<file path="src/rtl/dte_pkg.sv">
package dte_pkg;
  localparam int HW = 12;
  localparam int FW = 24;

  typedef struct packed {
    logic [HW-1:0] htotal;
    logic [HW-1:0] hpulse;
    logic [HW-1:0] hfirst;
    logic [HW-1:0] hlast;
    logic [FW-1:0] vperiod;
    logic [FW-1:0] vpulse;
    logic [FW-1:0] vfirst;
    logic [FW-1:0] vlast;
    logic          hs_inv;
    logic          vs_inv;
  } dte_cfg_t;
endpackage

</file>
<file path="src/rtl/dte_shadow.sv">
module dte_shadow
  import dte_pkg::*;
(
  input  logic     clk,
  input  logic     rst,
  input  logic     load,
  input  dte_cfg_t live,
  output dte_cfg_t cur
);
  always_ff @(posedge clk) begin
    if (rst)       cur <= '0;
    else if (load) cur <= live;
  end
endmodule

</file>
<file path="src/rtl/dte_position.sv">
module dte_position
  import dte_pkg::*;
#(
  parameter int CNT_W = 16
) (
  input  logic             clk,
  input  logic             rst,
  input  logic             eng_en,
  input  dte_cfg_t         cfg,
  input  logic [1:0]       count_en,
  output logic             run,
  output logic [HW-1:0]    hpos,
  output logic [FW-1:0]    fpos,
  output logic             load,
  output logic [CNT_W-1:0] frame_cnt,
  output logic [CNT_W-1:0] line_cnt
);
  localparam int NCNT = 2;

  logic line_end, frame_end;
  logic [NCNT-1:0] evt;
  logic [NCNT-1:0][CNT_W-1:0] cnt;

  assign line_end  = (hpos == cfg.htotal - HW'(1));
  assign frame_end = run && (fpos == cfg.vperiod - FW'(1));
  assign load      = !run || frame_end;

  always_ff @(posedge clk) begin
    if (rst) begin
      run  <= 1'b0;
      hpos <= '0;
      fpos <= '0;
    end else if (!run) begin
      run  <= eng_en;
      hpos <= '0;
      fpos <= '0;
    end else begin
      hpos <= line_end  ? '0 : hpos + HW'(1);
      fpos <= frame_end ? '0 : fpos + FW'(1);
      if (frame_end && !eng_en) run <= 1'b0;
    end
  end

  // event 0: frame start, event 1: line start
  assign evt[0] = run && (fpos == '0);
  assign evt[1] = run && (hpos == '0);

  for (genvar gi = 0; gi < NCNT; gi++) begin : g_cnt
    always_ff @(posedge clk) begin
      if (rst)                          cnt[gi] <= '0;
      else if (evt[gi] && count_en[gi]) cnt[gi] <= cnt[gi] + CNT_W'(1);
    end
  end

  assign frame_cnt = cnt[0];
  assign line_cnt  = cnt[1];
endmodule

</file>
<file path="src/rtl/dte_outgen.sv">
module dte_outgen
  import dte_pkg::*;
#(
  parameter int PIX_W = 24
) (
  input  logic             clk,
  input  logic             rst,
  input  logic             run,
  input  logic [HW-1:0]    hpos,
  input  logic [FW-1:0]    fpos,
  input  dte_cfg_t         cfg,
  input  logic             src_valid,
  input  logic [PIX_W-1:0] src_pixel,
  input  logic [PIX_W-1:0] border_rgb,
  input  logic [PIX_W-1:0] underrun_rgb,
  output logic             hsync,
  output logic             vsync,
  output logic             de,
  output logic [PIX_W-1:0] pix_out,
  output logic             frame_done
);
  logic hs_on, vs_on, win;

  assign hs_on = run && (hpos < cfg.hpulse);
  assign vs_on = run && (fpos < cfg.vpulse);
  assign win   = run && (hpos >= cfg.hfirst) && (hpos <= cfg.hlast)
                     && (fpos >= cfg.vfirst) && (fpos <= cfg.vlast);

  always_ff @(posedge clk) begin
    if (rst) begin
      hsync      <= 1'b0;
      vsync      <= 1'b0;
      de         <= 1'b0;
      pix_out    <= '0;
      frame_done <= 1'b0;
    end else begin
      hsync      <= hs_on ^ cfg.hs_inv;
      vsync      <= vs_on ^ cfg.vs_inv;
      de         <= win;
      pix_out    <= win ? (src_valid ? src_pixel : underrun_rgb) : border_rgb;
      frame_done <= run && (fpos == '0);
    end
  end
endmodule

</file>
<file path="src/rtl/disp_timing_engine.sv">
module disp_timing_engine
  import dte_pkg::*;
#(
  parameter int PIX_W = 24,
  parameter int CNT_W = 16
) (
  input  logic             clk,
  input  logic             rst,
  input  logic             eng_en,
  input  logic [HW-1:0]    hs_pulse,
  input  logic [HW-1:0]    h_total,
  input  logic [HW-1:0]    h_act_first,
  input  logic [HW-1:0]    h_act_last,
  input  logic [FW-1:0]    v_period,
  input  logic [FW-1:0]    v_pulse,
  input  logic [FW-1:0]    v_act_first,
  input  logic [FW-1:0]    v_act_last,
  input  logic             hs_invert,
  input  logic             vs_invert,
  input  logic [PIX_W-1:0] border_rgb,
  input  logic [PIX_W-1:0] underrun_rgb,
  input  logic [1:0]       count_en,
  input  logic             src_valid,
  input  logic [PIX_W-1:0] src_pixel,
  output logic             hsync,
  output logic             vsync,
  output logic             de,
  output logic [PIX_W-1:0] pix_out,
  output logic             frame_done,
  output logic             running,
  output logic [CNT_W-1:0] frame_cnt,
  output logic [CNT_W-1:0] line_cnt
);
  dte_cfg_t live_cfg, cur_cfg;
  logic [HW-1:0] hpos;
  logic [FW-1:0] fpos;
  logic          load;

  always_comb begin
    live_cfg.htotal  = h_total;
    live_cfg.hpulse  = hs_pulse;
    live_cfg.hfirst  = h_act_first;
    live_cfg.hlast   = h_act_last;
    live_cfg.vperiod = v_period;
    live_cfg.vpulse  = v_pulse;
    live_cfg.vfirst  = v_act_first;
    live_cfg.vlast   = v_act_last;
    live_cfg.hs_inv  = hs_invert;
    live_cfg.vs_inv  = vs_invert;
  end

  dte_shadow u_shadow (
    .clk (clk), .rst (rst), .load (load), .live (live_cfg), .cur (cur_cfg)
  );

  dte_position #(.CNT_W(CNT_W)) u_pos (
    .clk (clk), .rst (rst), .eng_en (eng_en), .cfg (cur_cfg),
    .count_en (count_en), .run (running), .hpos (hpos), .fpos (fpos),
    .load (load), .frame_cnt (frame_cnt), .line_cnt (line_cnt)
  );

  dte_outgen #(.PIX_W(PIX_W)) u_out (
    .clk (clk), .rst (rst), .run (running), .hpos (hpos), .fpos (fpos),
    .cfg (cur_cfg), .src_valid (src_valid), .src_pixel (src_pixel),
    .border_rgb (border_rgb), .underrun_rgb (underrun_rgb),
    .hsync (hsync), .vsync (vsync), .de (de), .pix_out (pix_out),
    .frame_done (frame_done)
  );
endmodule

</file>
<file path="config.mk">
export PLATFORM = sky130hd
export DESIGN_NAME = disp_timing_engine
export DESIGN_NICKNAME = d
export VERILOG_FILES = /design/src/rtl/dte_pkg.sv /design/src/rtl/dte_shadow.sv /design/src/rtl/dte_position.sv /design/src/rtl/dte_outgen.sv /design/src/rtl/disp_timing_engine.sv
export SDC_FILE = /design/constraint.sdc
export NUM_CORES = 1
export LEC_CHECK = 0
export ABC_CLOCK_PERIOD_IN_PS = 3150
export BUFFER_PORTS_ARGS = -buffer_cell sky130_fd_sc_hd__buf_2
export CORE_MARGIN = 2
export CORE_UTILIZATION = 53
export CTS_BUF_LIST = sky130_fd_sc_hd__clkbuf_4 sky130_fd_sc_hd__clkbuf_8
export CTS_CLUSTER_SIZE = 10
export DETAILED_ROUTE_END_ITERATION = 12
export GPL_ROUTABILITY_DRIVEN = 1
export PLACE_DENSITY_LB_ADDON = 0.1
export SYNTH_ARGS = -nofsm -noshare
export SYNTH_HDL_FRONTEND = slang
export SYNTH_SLANG_ARGS = --single-unit
</file>
<file path="constraint.sdc">
create_clock -name clk -period 3.15 [get_ports clk]
set_input_delay 0.315 -clock clk [delete_from_list [all_inputs] [get_ports clk]]
set_output_delay 0.315 -clock clk [all_outputs]
set_load 0.05 [all_outputs]
</file>
# Word level (Yosys, flattened, before mapping)
# Cells that the tools add are included.
dict set report word_totals {
  inputBits 224
  output_inout_bits 61
  regBits 243
  elab_cells 60
}
dict set report classes {
  n_eq_ne 2
  mux 4
  n_lt_le_gt_ge 6
  bitwise_logic 3
  n_reduce_logical 19
  addsub 6
}
# op count
set ops {}
lappend ops {{24-bit two-way mux} 2}
lappend ops {{16-bit by 1-bit adder with 16-bit output (second input constant)} 2}
lappend ops {{24-bit by 1-bit adder with 24-bit output (second input constant)} 1}
lappend ops {{24-bit == test} 1}
lappend ops {{24-bit greater-or-equal comparator} 1}
lappend ops {{24-bit <= comparator} 1}
lappend ops {{24-bit logical NOT} 1}
lappend ops {{24-bit less-than comparator} 1}
lappend ops {{24-bit by 1-bit subtractor with 24-bit output (second input constant)} 1}
lappend ops {{12-bit by 1-bit adder with 12-bit output (second input constant)} 1}
lappend ops {{12-bit == test} 1}
lappend ops {{12-bit greater-or-equal comparator} 1}
lappend ops {{12-bit <= comparator} 1}
lappend ops {{1-bit logical AND} 12}
lappend ops {{12-bit logical NOT} 1}
lappend ops {{12-bit less-than comparator} 1}
lappend ops {{12-bit by 1-bit subtractor with 12-bit output (second input constant)} 1}
lappend ops {{3-bit OR reduction} 2}
lappend ops {{1-bit logical NOT} 2}
lappend ops {{1-bit two-way mux} 2}
lappend ops {{1-bit XOR} 2}
lappend ops {{1-bit logical OR} 1}
lappend ops {{1-bit NOT} 1}

# Depth between registers and ports, before layout
# Gate-level depths: netlist of run 1.
dict set report logic_depth {
  depth_word 6
  mapped_depth 13
  ltp_nobuf 10
}

# Modules after synthesis
# Synthesis of run 1 repeated with hierarchy kept, for this count alone.
dict set report unflattened {
  hier_cells 1507
  area_unflattened_um2 13715.7
}
# mod instances area_per_inst_um2 cells_each seq_area_each_um2
set modules_own_cells {}
lappend modules_own_cells {dte_shadow 1 5310.1 470 2922.8}
lappend modules_own_cells {dte_position 1 4237.8 527 1381.3}
lappend modules_own_cells {dte_outgen 1 4167.7 510 560.5}

# Worst setup path before layout of run 1
# OpenSTA, ideal clock, no wires.
dict set report synth_path {
  path_type {reg-to-reg}
  from {register u_shadow.cur[83] (netlist bit)}
  to {register u_shadow.cur[0] (netlist bit)}
  synth_period_minus_slack_ns 3.186
  path_slack_ns -0.036
  setup_ns 0.121
  t_required_ns 3.029
  n_path_buf 3
  t_arrival_ns 3.065
  stages_incl_launch_ff 12
  path_cell_list {dfxtp_1 > buf_2 > or4_1 > or3_1 > a2111o_1 > a221oi_2 > o2111ai_1 > or4_4 > clkbuf_1 > buf_2 > nand2_1 > nand3_1}
}
dict set report synth_via {
  elab_chain_len 4
}
# element line_no
set synth_rtl {}
lappend synth_rtl {{start: declaration} dte_shadow.sv:8} ;# output dte_cfg_t cur
lappend synth_rtl {{start signal: assignment} dte_shadow.sv:12} ;# else if (load) cur <= live;
lappend synth_rtl {{24-bit by 1-bit subtractor with 24-bit output} dte_position.sv:25} ;# assign frame_end = run && (fpos == cfg.vperiod - FW'(1));
lappend synth_rtl {{24-bit == test} dte_position.sv:25}
lappend synth_rtl {{1-bit logical AND} dte_position.sv:25}
lappend synth_rtl {{1-bit logical OR} dte_position.sv:26} ;# assign load = !run || frame_end;
# No other way between the ends.
# A chain may end at the register's enable or synchronous reset.

# Worst setup path after layout of run 1
dict set report layout_path {
  from {register u_shadow.cur[83] (netlist bit)}
  to {register u_shadow.cur[84] (netlist bit)}
}
# Same word-level chain as after synthesis.

==> results_dict.tcl, run 1 <==
set metrics [dict create \
    dp_hpwl_mm 34.2 \
    r2r_setup_slack_ns -0.11 \
    insertion_delay_ns 0.56 \
    dpl-instance-area_um2 19000 \
    worstPathRequired_ns 3.58 \
    cp-end-kind "flop" \
    max_slew_margin_pct 32.8 \
    wl_per_cell_um 17.6 \
    clk_root_buffer_cell "clkbuf_8" \
    fin_crit_ns 3.26 \
    syn_area_per_cell_um2 7.34 \
    numCtsBuffers 44 \
    grt_pass1_wl_mm 82.3 \
    n_fill_cell 2811 \
    synth.most_common_cell "nand2_1" \
    synth-edff-count 0 \
    worstSetupPathType "reg2reg" \
    ys_ff_latch 243 \
    reg2reg_to "u_shadow.cur[84]$_SDFFE_PP0P_" \
    dp_slack_ns -0.0637 \
    syn_area_um2 17000 \
    synthArstFlopShare_pct 0 \
    multi_input_comb_area_um2 11000 \
    top_usage_layer "met2" \
    synth_xor_area_share_pct 5.62 \
    grt.total_usage_pct 29.8 \
    hold_buffers 0 \
    reg2reg_from "u_shadow.cur[83]$_SDFFE_PP0P_" \
    hold_viol 0 \
    post-synth-top-area-cell "dfxtp_1" \
    grt_pass1_vias 16200 \
    synth_mux_area_share_pct 1.78 \
    final_core_util_pct 64.5 \
    clk_pin_slew_ns 0.06 \
    maxCapViolCount 0 \
    port_buffers 284 \
    io_pins 285 \
    yosysSeqAreaShare_pct 28.7 \
    rsz0062_at_grt "yes" \
    synthTopCellsByCount "nand2_1 (341), nor2_1 (247), dfxtp_1 (243), a21oi_1 (202), nand3_1 (175)" \
    ir_drop_uv 236 \
    synthFlopType "dfxtp_1" \
    yosysWarnings 0 \
    routed_wl_mm 52.6 \
    drcViolationCount 0 \
    grt_max_degree 202 \
    antenna_found_initial 5 \
    seqCellArea_um2 4870 \
    finalSetupViolCount 170 \
    outcome "complete, but fails checks" \
    fin_nets 2897 \
    synth_top_area_share_pct 28.7 \
    drive_above_1_share_pct 18.3 \
    worstHoldPathType "in2reg" \
    via_count 17500 \
    endpoint "u_shadow.cur[84]$_SDFFE_PP0P_" \
    fin_crit_sh_pct 103 \
    yosys.area_share.adder_pct 8.46 \
    yosys.area_share.simple_pct 37.2 \
    gp_congestion 0.918 \
    skew_ns 0.0138 \
    drt-initial-drc-count 1498 \
    clockBufferDepth 3 \
    worstRegToRegCells 10 \
    max_stage_delay_ns 0.62 \
    critPathLaunch "u_shadow.cur[83]$_SDFFE_PP0P_" \
    initial_core_util_pct 53.8 \
    fmax_mhz 307 \
    via_per_inst 5.86 \
    clock-sinks 243 \
    drt_first_pass_iters 5 \
    ant_nets 0 \
    die_w_um 183 \
    h-tree-depth 2 \
    synth_compound_area_share_pct 11.2 \
    synth_top_family_by_area "simple AND/OR/NAND/NOR gates" \
    use_met1_pct 41.8 \
    netlist-cell-type-count 57 \
    cts_tree "built" \
    power_density_nw_per_um2 410 \
    drv_slew 0 \
    violations "negative setup slack" \
    cp_cell_sequence "or4_4 > or3_4 > a2111o_1 > a221oi_2 > o2111ai_2 > or4_4 > buf_6 > clkbuf_16 > nand2_1 > nand3_1" \
    worst_slew_pin_slew_ns 1.01 \
    syn_nets 2652 \
    critPathArrivalTime_ns 3.69 \
    gr-usage-met3_pct 3.97 \
    cpMostUsedCell "or4_4" \
    rows 65 \
    design.core.area_um2 31600 \
    fin_area_um2 20400 \
    area_delta_synth_final_pct 20.0 \
    dieArea_um2 33500 \
    synthTopCellsByArea "dfxtp_1 (29%), ha_1 (8.4%), nand4b_1 (7.6%)" \
    setup_ws_ns -0.106 \
    leakagePower_nw 8.77 \
    startpoint_type "flop" \
    grtUsageMet2_pct 47.4 \
    slowest_stage "or4_4" \
    crit_path_max_fanout 14 \
    netlist_instances 2314 \
    grt.overflow.total 0 \
    die_h_um 183 \
]
-- per-stage QoR --
step | hold WS [ns] | std cells | setup TNS (ns) | power (mW)
6_report | 0.0382 | 2994 | -10.90 | 8.35
3_5_place_dp | 0.497 | 2894 | -4.53 | 5.35
3_3_place_gp | 0.487 | 2894 | -1.70 | 5.30
5_1_grt | 0.0268 | 2993 | -39.46 | 8.78
2_1_floorplan | 0.449 | 2314 | -0.107 | 4.71
4_1_cts | 0.0131 | 2979 | -3.87 | 8.38
-- power by group --
group	switching (mW)	internal [mW]
clock	1.38	1.62
sequential	0.134	3.28
combinational	1.16	0.775
total	2.67	5.68
-- layout make-up --
cell class | count | share of cell area [%]
Timing Repair Buffer | 383 | 13.2
Clock inverter | 8 | 0.258
Inverter | 122 | 2.25
Sequential cell | 243 | 23.9
Antenna cell | 6 | 0.0737
Tap cell | 402 | 2.47
Clock buffer | 65 | 3.93
Multi-Input combinational cell | 1765 | 53.9
-- kinds of logic after synthesis --
kind of cell,count (synthesis)
adders and majority gates,115
AOI/OAI and AO/OA,321
DFF,243
buffers and inverters,306
muxes,30
xor gates and xnor gates,109
and+or+nand+nor,1190
-- registers in the layout, summed over array words and instances, names as in the netlist --
name              cells
u_out.de              1
u_out.frame_done      1
u_out.hsync           1
u_out.pix_out        24
u_out.vsync           1
u_pos.fpos           24
u_pos.frame_cnt      16
u_pos.hpos           12
u_pos.line_cnt       16
u_pos.run             1
u_shadow.cur        146
-- worst min path at each step --
stage          slack [ns]  cells past startpoint                              to                            from
5_1_grt              0.03                      3  u_shadow.cur[138]$_SDFFE_PP0P_                      h_total[4]
3_3_place_gp         0.49                      2  u_pos.line_cnt[5]$_SDFFE_PP0P_  u_pos.line_cnt[5]$_SDFFE_PP0P_
2_1_floorplan        0.45                      2            u_pos.run$_SDFF_PP0_                          eng_en
6_report             0.04                      3   u_shadow.cur[71]$_SDFFE_PP0P_                     v_pulse[21]
4_1_cts              0.01                      3  u_shadow.cur[138]$_SDFFE_PP0P_                      h_total[4]
3_5_place_dp         0.50                      2  u_pos.line_cnt[5]$_SDFFE_PP0P_  u_pos.line_cnt[5]$_SDFFE_PP0P_
-- worst max-delay path, delay by kind of cell, from the launching register on --
kind	cells	cell delay [ns]
buffers and inverters	2	0.37
AND/OR/NAND/NOR	5	1.65
flip-flops	1	0.31
AO/OA/AOI/OAI	3	0.80
-- layer usage --
layer | up-vias | routed length (um)
li1 | 8595 | -
met1 | 8259 | 23400
met2 | 600 | 24000
met3 | 84 | 3780
met4 | 0 | 1460
met5 | - | 0
-- layout by cell type, fill, tap and decap left out, drive strengths merged, types with 24 or more instances in the layout --
cell type / Yosys / layout
a21oi: 202 / 202
a311oi: 24 / 24
buf: 43 / 378
clkbuf: 141 / 70
dfxtp: 243 / 243
ha: 114 / 114
inv: 122 / 124
mux2i: 28 / 28
nand2: 341 / 341
nand3: 175 / 175
nand4: 32 / 32
nand4b: 148 / 148
nor2: 247 / 247
nor3: 26 / 26
nor3b: 150 / 150
o21ai: 28 / 28
xnor2: 47 / 47
xor2: 62 / 62
-- what timing repair did --
item,CTS,global route
resized for setup,16,10
setup endpoints to repair,160,171
cloned,6,7
buffers inserted,6,2
pin swaps,4,3
(Power assumes the default switching activity.)
==> run 2, diff against run 1 <==
Settings changed: CORE_UTILIZATION 53 to 44.
==> run 2 against run 1 <==
- the run still ends with negative setup slack left
- total power up 6.1%
- routed wire length up 7.2%
- clock power up 11%
==> results_dict.tcl, run 2 (synthesized netlist as in run 1, its figures left out) <==
set metrics [dict create \
    reg2reg_from "u_shadow.cur[83]$_SDFFE_PP0P_" \
    dpl-instance-area_um2 19200 \
    drv_slew 0 \
    crit_path_max_fanout 13 \
    grt_pass1_vias 17200 \
    fin_crit_sh_pct 103 \
    outcome "complete, but fails checks" \
    wl_per_cell_um 17.2 \
    finalSetupViolCount 147 \
    reg2reg_to "u_pos.fpos[11]$_SDFF_PP0_" \
    dp_slack_ns -0.154 \
    grt_pass1_wl_mm 88.7 \
    clk_root_buffer_cell "clkbuf_8" \
    die_h_um 200 \
    via_per_inst 5.49 \
    fin_crit_ns 3.24 \
    insertion_delay_ns 0.63 \
    cp-end-kind "flop" \
    port_buffers 284 \
    rows 71 \
    startpoint_type "flop" \
    antenna_found_initial 2 \
    worstSetupPathType "reg2reg" \
    worstPathRequired_ns 3.66 \
    power_mw 8.86 \
    ant_nets 0 \
    worst_hold_slack_ns 0.0318 \
    reg.largest.list "u_shadow.cur (146), u_out.pix_out (24), u_pos.fpos (24)" \
    hold-path-endpoint "u_shadow.cur[70]$_SDFFE_PP0P_" \
    r2r_setup_slack_ns -0.09 \
    final_core_util_pct 58.6 \
    numCtsBuffers 46 \
    rsz0062_at_grt "yes" \
    io_pins 285 \
    via_count 18000 \
    maxCapViolCount 0 \
    dp_cells 3011 \
    drive_above_1_share_pct 17.6 \
    drt_first_pass_iters 6 \
    max_slew_margin_pct 45.4 \
    fmax_mhz 309 \
    cts_tree "built" \
    hold_viol 0 \
    leakagePower_nw 9.47 \
    hold_depth 3 \
    dieArea_um2 40200 \
    clock-sinks 243 \
    fin_tns_setup_ns -5.96 \
    worst_slew_pin_slew_ns 0.819 \
    dp_hpwl_mm 36.8 \
    power_density_nw_per_um2 399 \
    initial_core_util_pct 44.9 \
    skew_ns 0.0248 \
    final_cell_mix "nand2_1 (339), buf_2 (283), nor2_1 (243)" \
    drcViolationCount 0 \
    grt.total_usage_pct 26.6 \
    design.core.area_um2 37800 \
    die_w_um 200 \
    fin_nets 3064 \
    critPathArrivalTime_ns 3.74 \
    area_delta_synth_final_pct 30.7 \
    fin_area_um2 22200 \
    layout_commonest_cell "nand2_1" \
    drt-initial-drc-count 1220 \
    stdcell_count 3273 \
    clk_pin_slew_ns 0.06 \
    worstRegToRegCells 9 \
    gp_congestion 0.899 \
    violations "negative setup slack" \
    ir_drop_uv 261 \
    grt.overflow.total 0 \
    h-tree-depth 2 \
    grt_max_degree 182 \
    routed_wl_mm 56.4 \
    worstHoldPathType "in2reg" \
    regMostFlops "u_shadow.cur" \
    largest_reg_flops 146 \
    min-delay-start "v_pulse[20]" \
    setup_ws_ns -0.0870 \
    clockBufferDepth 3 \
]
[run 2: cell count changes in the layout (fill, tap and decap cells not counted), sizes merged]
cell / delta
buf: -1
clkbuf: +12
clkinv: -1
clkinvlp: +1
diode: -5
dlygate4sd3: +165
inv: -1
[run 2: worst max-delay path by stage]
stage | startpoint | to | slack [ns]
floorplan | u_shadow.cur[83]$_SDFFE_PP0P_ | u_pos.fpos[19]$_SDFF_PP0_ | -0.006
global placement | u_shadow.cur[83]$_SDFFE_PP0P_ | u_shadow.cur[84]$_SDFFE_PP0P_ | -0.1
detailed placement | u_shadow.cur[83]$_SDFFE_PP0P_ | u_shadow.cur[84]$_SDFFE_PP0P_ | -0.15
CTS | u_shadow.cur[83]$_SDFFE_PP0P_ | u_shadow.cur[10]$_SDFFE_PP0P_ | -0.07
global route | u_shadow.cur[83]$_SDFFE_PP0P_ | u_pos.fpos[11]$_SDFF_PP0_ | -0.23
finish | u_shadow.cur[83]$_SDFFE_PP0P_ | u_pos.fpos[11]$_SDFF_PP0_ | -0.09
[run 2: layer usage]
layer / share of wire (%) / track usage (%)
met4: 2.9 / 9.89
met5: 0.043 / 0
met3: 5.2 / 3.65
met1: 45 / 35.2
met2: 46 / 44.2
[run 2: power by group]
part / switching [mW] / internal [mW] / leakage [nW]
clock network: 1.47 / 1.88 / 0.523
registers: 0.137 / 3.28 / 2.00
logic: 1.20 / 0.903 / 6.95
[run 2: final cells by class]
type                    instances  area (um^2)
repair buffers                548         4260
diodes                          1         2.50
inverters                     122          458
fillers                      3516        15700
flip-flops and latches        243         4870
clock buffers                  76          940
clock inverters                 7         43.8
multi-input cells            1765        11000
well taps                     511          639
[run 2: what timing repair did]
item,CTS,global route
gates cloned,1,9
endpoints found under the hold margin,165,0
setup endpoints to repair,167,174
gates resized for setup,12,14
hold buffers,165,0
buffers inserted,2,1
pin swaps,4,5
[run 2: critical path, cell delays in order, from the launching register on]
cell and delay (ns):
dfxtp_2 0.31, or4_4 0.52, or3_1 0.35, a2111o_1 0.38, a221oi_2 0.30, o2111ai_2 0.17
or4_4 0.63, o21ai_4 0.23, buf_6 0.18, nor2_1 0.06
